File: src/rtl/dtd_pkg.sv
package dtd_pkg;
  // Effective routing arrangement after client enable and mode decoding
  typedef enum logic [1:0] {
    EM_SINGLE = 2'd0,  // client disabled: core 0 only
    EM_BOTH   = 2'd1,  // fan out to both cores
    EM_ALT    = 2'd2,  // alternate between cores
    EM_IDLE   = 2'd3   // reserved mode code: nothing started
  } eff_mode_t;

  localparam int unsigned NUM_CORES = 2;
  localparam logic [1:0]  CODE_BOTH = 2'd0;
  localparam logic [1:0]  CODE_ALT  = 2'd1;
endpackage

File: src/rtl/dtd_trig_merge.sv
module dtd_trig_merge #(
  parameter int unsigned N_SRC = 2
) (
  input  logic [N_SRC-1:0] src,
  output logic             trig
);
  // Coincident strobes collapse into one trigger
  assign trig = |src;
endmodule

File: src/rtl/dtd_route.sv
module dtd_route
  import dtd_pkg::*;
(
  input  logic                 clk,
  input  logic                 rst,
  input  eff_mode_t            mode_eff,
  input  logic                 trig,
  input  logic                 free_run,
  input  logic [NUM_CORES-1:0] done,
  output logic [NUM_CORES-1:0] req,
  output logic                 ptr_q
);
  eff_mode_t mode_prev_q;
  logic      ptr_eff;
  logic      ptr_d;

  always_comb begin
    ptr_eff = (mode_eff != mode_prev_q) ? 1'b0 : ptr_q;
    ptr_d   = ptr_eff;
    req     = '0;
    case (mode_eff)
      EM_SINGLE: begin
        req[0] = trig | (free_run & done[0]);
      end
      EM_BOTH: begin
        req[0] = trig | (free_run & done[0]);
        req[1] = trig | (free_run & done[1]);
      end
      EM_ALT: begin
        if (trig) req[ptr_eff] = 1'b1;
        if (free_run & done[0]) req[1] = 1'b1;
        if (free_run & done[1]) req[0] = 1'b1;
        if (trig)                    ptr_d = ~ptr_eff;
        else if (free_run & done[1]) ptr_d = 1'b1;
        else if (free_run & done[0]) ptr_d = 1'b0;
      end
      default: ;
    endcase
  end

  always_ff @(posedge clk) begin
    if (rst) begin
      ptr_q       <= 1'b0;
      mode_prev_q <= EM_SINGLE;
    end else begin
      ptr_q       <= ptr_d;
      mode_prev_q <= mode_eff;
    end
  end
endmodule

File: src/rtl/dtd_core_track.sv
module dtd_core_track #(
  parameter int unsigned NCORE = 2
) (
  input  logic             clk,
  input  logic             rst,
  input  logic [NCORE-1:0] req,
  input  logic [NCORE-1:0] done,
  output logic [NCORE-1:0] start_q,
  output logic             ovr_hit
);
  logic [NCORE-1:0] busy_q;
  logic [NCORE-1:0] hit;

  for (genvar k = 0; k < NCORE; k++) begin : g_core
    logic free_k;
    logic go_k;
    // A completion in this cycle frees the core for an immediate restart
    assign free_k = ~busy_q[k] | done[k];
    assign go_k   = req[k] & free_k;
    assign hit[k] = req[k] & ~free_k;

    always_ff @(posedge clk) begin
      if (rst) begin
        start_q[k] <= 1'b0;
        busy_q[k]  <= 1'b0;
      end else begin
        start_q[k] <= go_k;
        if (go_k)         busy_q[k] <= 1'b1;
        else if (done[k]) busy_q[k] <= 1'b0;
      end
    end
  end

  assign ovr_hit = |hit;
endmodule

File: src/rtl/dtd_dispatch.sv
module dtd_dispatch
  import dtd_pkg::*;
#(
  parameter int unsigned MODE_W = 2
) (
  input  logic                 clk,
  input  logic                 rst,
  input  logic                 evt_start,
  input  logic                 sw_start,
  input  logic [MODE_W-1:0]    trig_mode,
  input  logic                 client_en,
  input  logic                 free_run,
  input  logic [NUM_CORES-1:0] conv_done,
  output logic [NUM_CORES-1:0] conv_start,
  output logic                 next_core,
  output logic                 overrun
);
  localparam int unsigned N_SRC = 2;

  eff_mode_t            mode_eff;
  logic                 trig;
  logic [NUM_CORES-1:0] req;
  logic                 ovr_hit;
  logic                 overrun_q;

  always_comb begin
    if (!client_en)                     mode_eff = EM_SINGLE;
    else if (trig_mode == MODE_W'(CODE_BOTH)) mode_eff = EM_BOTH;
    else if (trig_mode == MODE_W'(CODE_ALT))  mode_eff = EM_ALT;
    else                                mode_eff = EM_IDLE;
  end

  dtd_trig_merge #(.N_SRC(N_SRC)) u_merge (
    .src  ({sw_start, evt_start}),
    .trig (trig)
  );

  dtd_route u_route (
    .clk      (clk),
    .rst      (rst),
    .mode_eff (mode_eff),
    .trig     (trig),
    .free_run (free_run),
    .done     (conv_done),
    .req      (req),
    .ptr_q    (next_core)
  );

  dtd_core_track #(.NCORE(NUM_CORES)) u_track (
    .clk     (clk),
    .rst     (rst),
    .req     (req),
    .done    (conv_done),
    .start_q (conv_start),
    .ovr_hit (ovr_hit)
  );

  always_ff @(posedge clk) begin
    if (rst) overrun_q <= 1'b0;
    else     overrun_q <= overrun_q | ovr_hit;
  end

  assign overrun = overrun_q;
endmodule

File: config.mk
export PLATFORM = sky130hd
export DESIGN_NAME = dtd_dispatch
export DESIGN_NICKNAME = d
export VERILOG_FILES = /design/src/rtl/dtd_pkg.sv /design/src/rtl/dtd_trig_merge.sv /design/src/rtl/dtd_route.sv /design/src/rtl/dtd_core_track.sv /design/src/rtl/dtd_dispatch.sv
export SDC_FILE = /design/constraint.sdc
export NUM_CORES = 1
export LEC_CHECK = 0
export BUFFER_PORTS_ARGS = -buffer_cell sky130_fd_sc_hd__buf_4
export CORE_MARGIN = 2
export CORE_UTILIZATION = 30
export DETAILED_ROUTE_END_ITERATION = 16
export GPL_TIMING_DRIVEN = 1
export PLACE_DENSITY = 0.55
export REMOVE_ABC_BUFFERS = 1
export SYNTH_ARGS = -nofsm -noshare
export SYNTH_HDL_FRONTEND = slang
export SYNTH_HIERARCHICAL = 1
export SYNTH_SLANG_ARGS = --single-unit
File: constraint.sdc
create_clock -name clk -period 3.8 [get_ports clk]
set_input_delay 0.76 -clock clk [delete_from_list [all_inputs] [get_ports clk]]
set_output_delay 0.76 -clock clk [all_outputs]
set_load 0.005 [all_outputs]
### Word-level counts from Yosys, hierarchy flattened

Index checks and enable logic that the tools add are counted.

| storage, ports and cells | value |
|---|---|
| bits of input ports | 10 |
| memories kept | 0 |
| logic and storage cells | 56 |
| output and inout port bits | 4 |
| bits in latches | 0 |
| ROM bits | 0 |
| register bits after elaboration | 8 |
| memory bits (writable) | 0 |

| cells by class | value |
|---|---|
| magnitude comparators | 2 |
| add/sub/neg operators | 0 |
| multiplexer cells | 19 |
| bitwise logic cells | 16 |
| reduce and logical (&&, ||, !) cells | 8 |
| multiply operators | 0 |
| equal/unequal tests | 4 |
| shifts and indexed selects | 0 |
| divide/modulo/power cells | 0 |

Operator list:

| operator | count |
|---|---|
| 1-bit two-way mux | 13 |
| 1-bit bitwise AND | 6 |
| 2-bit two-way mux | 3 |
| 2-bit OR reduction | 3 |
| 1-bit NOT | 5 |
| 1-bit OR | 5 |
| 2-bit by 1-bit == test with 1-bit output, second input constant | 2 |
| 2-bit zero test | 2 |
| 1-bit case mux with 2 select lines | 2 |
| 2-bit nonzero test | 2 |
| 2-bit == test, second input constant | 1 |
| 1-bit by 2-bit less-than comparator with 1-bit output, second input constant | 1 |
| 2-bit != test | 1 |
| 1-bit demux with 1-bit select | 1 |
| 1-bit >= comparator, second input constant | 1 |
| 1-bit logical AND | 1 |

### Logic depth before layout (Yosys ltp)

Gate-level depths: netlist (run 1).

| logic depth | value |
|---|---|
| depth after elaboration | 16 |
| mapped depth | 10 |
| depth with buffers taken out | 10 |

### Cells and area by module

The synthesis (run 1) kept the hierarchy.

By module, submodules not included:

| module | cells each | seq. area each (um^2) | instances | area an instance (um^2) |
|---|---|---|---|---|
| dtd_route | 29 | 60.1 | 1 | 251.5 |
| dtd_core_track | 11 | 80.1 | 1 | 156.4 |
| dtd_dispatch | 6 | 20.0 | 1 | 46.3 |
| dtd_trig_merge | 1 | 0.0 | 1 | 6.3 |

### Least setup slack after synthesis (run 1)

OpenSTA, ideal clock, no wires.

| timing path | value |
|---|---|
| kind | in2reg |
| start point | in trig_mode[1] |
| end point | reg overrun_q (netlist: overrun) |
| buffers on the path | 0 |
| stages on the path | 10 |
| setup time | 0.111 ns |
| arrival | 2.011 ns |
| setup slack | 1.678 ns |
| cells stage by stage | inv_1 a21boi_1 inv_1 ha_1 nand2_1 a31o_1 a31oi_1 a22o_1 nor2_1 nor2_1 |

| between the ends | value |
|---|---|
| longest elaborated chain between the ends | 16 |
| elaborated cells between the ends (all ways) | 25 |
| those cells by class | order compare (2); eq/ne (4); mux (11); bitwise (3); reduce/logical (5) |

Ends and longest elaborated chain:

| item | RTL line | text |
|---|---|---|
| start: declaration | dtd_dispatch.sv:10 | `input logic [MODE_W-1:0] trig_mode,` |
| 2-bit by 1-bit == test with 1-bit output | dtd_dispatch.sv:29 | `else if (trig_mode == MODE_W'(CODE_ALT)) mode_eff = EM_ALT;` |
| 1-bit two-way mux | dtd_dispatch.sv:29 |  |
| 2-bit two-way mux (*) | dtd_dispatch.sv:28 | `else if (trig_mode == MODE_W'(CODE_BOTH)) mode_eff = EM_BOTH;` |
| 2-bit two-way mux (*) | dtd_dispatch.sv:27 | `if (!client_en) mode_eff = EM_SINGLE;` |
| net mode_eff[0] | dtd_dispatch.sv:20 | `eff_mode_t mode_eff;` |
| 2-bit != test | dtd_route.sv:18 | `ptr_eff = (mode_eff != mode_prev_q) ? 1'b0 : ptr_q;` |
| 1-bit two-way mux | dtd_route.sv:18 |  |
| 1-bit by 2-bit less-than comparator with 1-bit output (not written as such) / 1-bit >= comparator (equally long branches) | dtd_route.sv:30 | `if (trig) req[ptr_eff] = 1'b1;` |
| (+3 left out) | n/a |  |
| 2-bit two-way mux | dtd_route.sv:30 |  |
| 1-bit two-way mux | dtd_route.sv:32 | `if (free_run & done[1]) req[0] = 1'b1;` |
| 1-bit case mux with 2 select lines (*) | dtd_route.sv:21 | `case (mode_eff)` |
| net req[0] | dtd_dispatch.sv:22 | `logic [NUM_CORES-1:0] req;` |
| 1-bit bitwise AND (*) | dtd_core_track.sv:20 | `assign hit[k] = req[k] & ~free_k;` |
| 2-bit OR reduction (*) | dtd_core_track.sv:34 | `assign ovr_hit = \|hit;` |
| net ovr_hit | dtd_dispatch.sv:23 | `logic ovr_hit;` |
| 1-bit OR (*) | dtd_dispatch.sv:60 | `else overrun_q <= overrun_q \| ovr_hit;` |
| end signal: assignment | dtd_dispatch.sv:60 |  |
| end: declaration | dtd_dispatch.sv:24 | `logic overrun_q;` |

The timed path passes the listed nets; every way through them passes the cells marked *.
A chain may end at the register's enable or synchronous reset.

### Final worst setup path (run 1)

Ends and elaborated chain as after synthesis.

==> results of run 1 <==
layer usage:
layer / vias up / track usage (%) / share of wire (%)
li1: 206 / - / -
met1: 186 / 10.1 / 45
met2: 13 / 16.1 / 48
met3: 0 / 5.96 / 6.9
met4: 0 / 3.64 / 0
met5: - / 0 / 0
layout make-up:
cell class,count,area (um2)
clock buffers,3,22.5
multi-input cells,36,289
flip-flops and latches,8,160
well taps,16,20.0
fillers,156,871
inverters,3,11.3
repair buffers,13,97.6
state kept, by name, summed over array words and instances (netlist names):
name                 count
u_route/ptr_q            1
u_track/start_q          2
u_route/mode_prev_q      2
u_track/busy_q           2
overrun                  1
final timing paths:
check	slack [ns]	endpoint	startpoint	cells after the start
max reg2reg	2.36	overrun	u_route/mode_prev_q[0]	6
min	0.46	overrun	overrun	2
min reg2reg	0.46	overrun	overrun	2
max	1.68	overrun	trig_mode[1]	11
worst min-delay path: stages (launching register included):
cell and delay (ns):
dfxtp_1 0.32, nor2_1 0.04, nor2_1 0.06
kinds of logic (layout without fill, tap and decap cells):
family / Yosys count / after routing / share of synthesized area (%)
AOI/OAI and AO/OA: 13 / 13 / 23.4
and+or+nand+nor: 17 / 17 / 24.7
adders and majority gates: 4 / 4 / 10.9
DFF: 8 / 8 / 34.8
buffers and inverters: 3 / 19 / 2.45
xor gates and xnor gates: 2 / 2 / 3.81
power by group through the flow:
stage                     sequential, mW  clock (mW)  combinational (mW)
after CTS                         0.0922      0.0674              0.0444
after detailed placement          0.0941           0              0.0442
final                             0.0923      0.0639              0.0445
after floorplan                   0.0940           0              0.0254
after global placement            0.0939           0              0.0447
after global routing              0.0927      0.0710              0.0489
cells in the mapped netlist, types with 2 or more instances:
| master | instances |
|---|---|
| dfxtp_1 | 8 |
| ha_1 | 4 |
| nor2_1 | 4 |
| inv_1 | 3 |
| nand2_1 | 2 |
| nand3_1 | 2 |
| nor2b_4 | 2 |
| or2_1 | 2 |
| xnor2_1 | 2 |
stage by stage:
stage	cell area [um2]	hold WS, ns	worst slack, ns
floorplan	460	0.456	1.68
global placement	578	0.456	1.42
detailed placement	578	0.455	1.40
CTS	601	0.468	1.66
global route	601	0.512	1.53
finish	601	0.463	1.68
cell usage in the layout (no fill, tap or decap), drive strengths merged, types with 2 or more instances in the layout:
| master | instances |
|---|---|
| nand3 | 2 |
| ha | 4 |
| buf | 13 |
| nor3b | 2 |
| o21ba | 2 |
| nor2b | 2 |
| xnor2 | 2 |
| nor2 | 4 |
| dfxtp | 8 |
| a41oi | 2 |
| or2 | 2 |
| inv | 3 |
| nand2 | 2 |
| clkbuf | 3 |
==> flow_metrics.env, run 1 <==
export IMPL_path_class="in -> reg"
export IMPL_synth_distinct_cells=27
export IMPL_portBuffers=13
export IMPL_slowest_stage="a21boi_1"
export IMPL_syn_instance_count=47
export IMPL_gr_total_overflow=0
export IMPL_tritoncts="built"
export IMPL_slew_headroom_pct=77.3
export IMPL_total_power_mw=0.201
export IMPL_syn_area_um2=460
export IMPL_yosysSeqAreaShare_pct=34.8
export IMPL_async_flop_share_pct=0
export IMPL_ys_ff_latch=8
export IMPL_final_setup_viol_count=0
export IMPL_root_buffer="clkbuf_4"
export IMPL_seqPwrFrac_pct=46.0
export IMPL_outcome="finished, final reports clean"
export IMPL_synth_warnings=6
export IMPL_drt_iter0_markers=10
export IMPL_power_density_nw_per_um2=334
export IMPL_slew_viol_final=0
export IMPL_final_nets=79
export IMPL_crit_family="compound AO/OA/AOI/OAI gates"
export IMPL_crit_arrival_ns=2.27
export IMPL_pwr_share_clk_pct=31.8
export IMPL_antenna_found_initial=0
export IMPL_ant_nets=0
export IMPL_area_growth_pct=30.4
export IMPL_hold_buffers=0
export IMPL_cp_start_kind="input port"
export IMPL_clock_latency_ns=0.25
export IMPL_critical_path_cell_chain="buf_4 -> inv_1 -> a21boi_1 -> inv_1 -> ha_1 -> nand2_1 -> a31o_1 -> a31oi_1 -> a22o_1 -> nor2_1 -> nor2_1"
export IMPL_yosysTopAreaCell="dfxtp_1"
export IMPL_numCtsBuffers=3
export IMPL_post_cts_buffers=0
export IMPL_power_leakage_nw=0.261
export IMPL_grt_max_degree=9
export IMPL_swShare_pct=25.3
export IMPL_initial_core_util_pct=31.3
export IMPL_grt_pass1_wl_um=1340
export IMPL_synthTopCellsByArea="dfxtp_1, ha_1, nor2b_4"
export IMPL_yosysTopAreaCellShare_pct=34.8
export IMPL_comb_power_share_pct=22.2
export IMPL_fmax_ghz=0.471
export IMPL_irDropWorstVdd_uv=160
export IMPL_cts_resized=0
export IMPL_die_height_um=43.2
export IMPL_crit_fanout=4
export IMPL_min_path_type="reg -> reg"
export IMPL_dp_hpwl_um=691
export IMPL_stdcell_count=79
export IMPL_worstPathRequired_ns=3.95
export IMPL_wl_per_cell_um=11.3
export IMPL_drive_above_1_share_pct=33.3
export IMPL_endpoint_kind="flop"
export IMPL_finalWirelength_um=896
export IMPL_num_rows=14
export IMPL_diodes=0
export IMPL_first_pass_iters=4
export IMPL_gp_congestion=0.842
export IMPL_internal_power_mw=0.150
export IMPL_rsz0062_at_grt="no"
export IMPL_clock_sinks=8
export IMPL_setup_tns_ns=0
export IMPL_dieArea_um2=1860
export IMPL_p_switching_mw=0.0508
export IMPL_clock_path_buffers=2
export IMPL_cts_max_level=1
export IMPL_die_x_um=43.2
export IMPL_synth_ff_type="dfxtp_1"
export IMPL_avgSynthCellArea_um2=9.80
export IMPL_num_vias=405
export IMPL_timing_final_crit_share_pct=55.8
export IMPL_grt_pass1_vias=349
export IMPL_viasPerCell=5.13
export IMPL_synth_edf_count=0
export IMPL_clkTransAtPathRegs_ns=0.06
export IMPL_crit_buf_inv=3
export IMPL_track_usage_pct=9.80
export IMPL_worst_pin_slew_ns=0.337
export IMPL_num_io_pins=14
export IMPL_min_period_ns=2.12
export IMPL_slowest_delay_ns=0.30
export IMPL_clock_skew_ns=0.00672
export IMPL_place_inst=76
export IMPL_post_route_util_pct=40.8
export IMPL_drv_cap=0
export IMPL_route_detailed_drc=0
export IMPL_core_um2=1470
export IMPL_report_final_hold_viol_count=0
Power figures use the tool's default switching activity.
==> inputs of run 2 (changes only) <==
PLACE_DENSITY = 0.57   (was 0.55)
clock period = 1.85 ns   (was 3.8 ns; I/O delays follow)
==> run 2 against run 1 <==
Effect of this change: count of clock-buffer cells in the layout is the same; routed wire length is 8.6% higher; via count up 2.5%; sequential power up 110%; critical path type unchanged; non-clock buffer count up 5; highest routed layer is now met4; clock power is 110% higher; clock skew shrank 0.0034 ns; combinational power rose by 140%.
==> flow_metrics.env, run 2 (same netlist as run 1, synthesis figures left out) <==
export IMPL_hold_buffers=0
export IMPL_num_rows=14
export IMPL_fin_area_um2=638
export IMPL_min_period_ns=1.60
export IMPL_gp_congestion=0.738
export IMPL_place_area_um2=616
export IMPL_drv_cap=0
export IMPL_rsz0062_at_grt="no"
export IMPL_reg2reg_slack_ns=0.44
export IMPL_diodes=0
export IMPL_root_buffer="clkbuf_4"
export IMPL_die_x_um=43.2
export IMPL_num_vias=415
export IMPL_final_common_cell="buf_4"
export IMPL_multi_input_area_um2=289
export IMPL_die_height_um=43.2
export IMPL_final_cell_mix="buf_4, dfxtp_1, nor2_1, ha_1"
export IMPL_place_inst=81
export IMPL_num_io_pins=14
export IMPL_dieArea_um2=1860
export IMPL_drt_iter0_markers=8
export IMPL_portBuffers=13
export IMPL_cts_resized=0
export IMPL_post_cts_buffers=0
export IMPL_final_setup_viol_count=0
export IMPL_min_path_type="in -> reg"
export IMPL_tritoncts="built"
export IMPL_slew_headroom_pct=79.0
export IMPL_crit_fanout=3
export IMPL_top_regs="u_route/mode_prev_q (2), u_track/busy_q (2), u_track/start_q (2)"
export IMPL_grt_max_degree=9
export IMPL_timing_final_crit_share_pct=86.4
export IMPL_power_leakage_nw=0.285
export IMPL_cts_max_level=1
export IMPL_rr_worst_depth=6
export IMPL_final_nets=84
export IMPL_numCtsBuffers=3
export IMPL_nFillCells=153
export IMPL_worstPathRequired_ns=1.99
export IMPL_hold_depth=2
export IMPL_irDropWorstVdd_uv=321
export IMPL_slew_viol_final=0
export IMPL_cp_start_kind="input port"
export IMPL_clock_sinks=8
export IMPL_first_pass_iters=4
export IMPL_path_class="in -> reg"
export IMPL_outcome="finished, final reports clean"
export IMPL_worst_pin_slew_ns=0.312
export IMPL_ff_latch_area_um2=160
export IMPL_gr_total_overflow=0
export IMPL_core_um2=1470
export IMPL_antenna_found_initial=0
export IMPL_ant_nets=0
export IMPL_fmax_ghz=0.626
export IMPL_hp_start="rst"
export IMPL_report_final_hold_viol_count=0
export IMPL_drive_above_1_share_pct=38.2
export IMPL_track_usage_pct=11.6
export IMPL_setup_ws_ns=0.252
export IMPL_route_detailed_drc=0
export IMPL_setup_tns_ns=0
export IMPL_clkTransAtPathRegs_ns=0.06
export IMPL_stdcell_count=84
export IMPL_power_density_nw_per_um2=669
export IMPL_clock_latency_ns=0.24
export IMPL_viasPerCell=4.94
export IMPL_clock_skew_ns=0.00331
export IMPL_clock_path_buffers=2
export IMPL_area_growth_pct=38.6
export IMPL_timing_rr_end="overrun"
export IMPL_grt_pass1_vias=413
export IMPL_rr_startpoint="u_route/mode_prev_q[0]"
export IMPL_dp_slack_ns=0.00370
export IMPL_crit_arrival_ns=1.74
export IMPL_initial_core_util_pct=31.3
export IMPL_endpoint_kind="flop"
export IMPL_grt_pass1_wl_um=1610
export IMPL_wl_per_cell_um=11.6
export IMPL_crit_start="client_en"
export IMPL_worstHoldEndpoint="u_route/ptr_q"
export IMPL_dp_hpwl_um=762
export IMPL_finalWirelength_um=973
-- run 2: cell type report --
| cell class | count | share of cell area [%] |
|---|---|---|
| repair buffers | 18 | 21.2 |
| inverters | 3 | 1.76 |
| flip-flops and latches | 8 | 25.1 |
| clock buffers | 3 | 3.53 |
| multi-input cells | 36 | 45.3 |
| well taps | 16 | 3.14 |
-- run 2: worst max-delay path by stage --
stage               endpoint  slack, ns  cells past startpoint
floorplan            overrun       0.12                     10
global placement     overrun       0.04                     11
detailed placement   overrun      0.004                      8
CTS                  overrun       0.26                      8
global route         overrun       0.11                     11
finish               overrun       0.25                      9
-- run 2: critical path: stages --
cell and delay (ns):
buf_4 0.11, a21boi_1 0.13, buf_4 0.15, xnor2_1 0.27
a31o_1 0.22, a31oi_1 0.13, a22o_1 0.22, nor2_1 0.10
nor2_1 0.04
-- run 2: metrics by stage --
step	hold WS, ns	total power [mW]	utilization, %
final	0.349	0.427	43.4
after global routing	0.346	0.453	43.4
after CTS	0.343	0.437	43.4
after detailed placement	0.459	0.299	41.8
after global placement	0.456	0.297	41.8
after floorplan	0.433	0.245	-
-- run 2: where the power goes --
group	internal [mW]	switching (mW)	leakage [nW]
clock	0.0741	0.0571	0.0138
combinational	0.0598	0.0459	0.206
sequential	0.184	0.00530	0.0658
-- run 2: metal layers --
| layer | wire length [um] | global-route usage [%] |
|---|---|---|
| met1 | 463 | 12.8 |
| met2 | 463 | 20.6 |
| met3 | 30 | 2.55 |
| met4 | 14 | 5.45 |
| met5 | 0 | 0 |
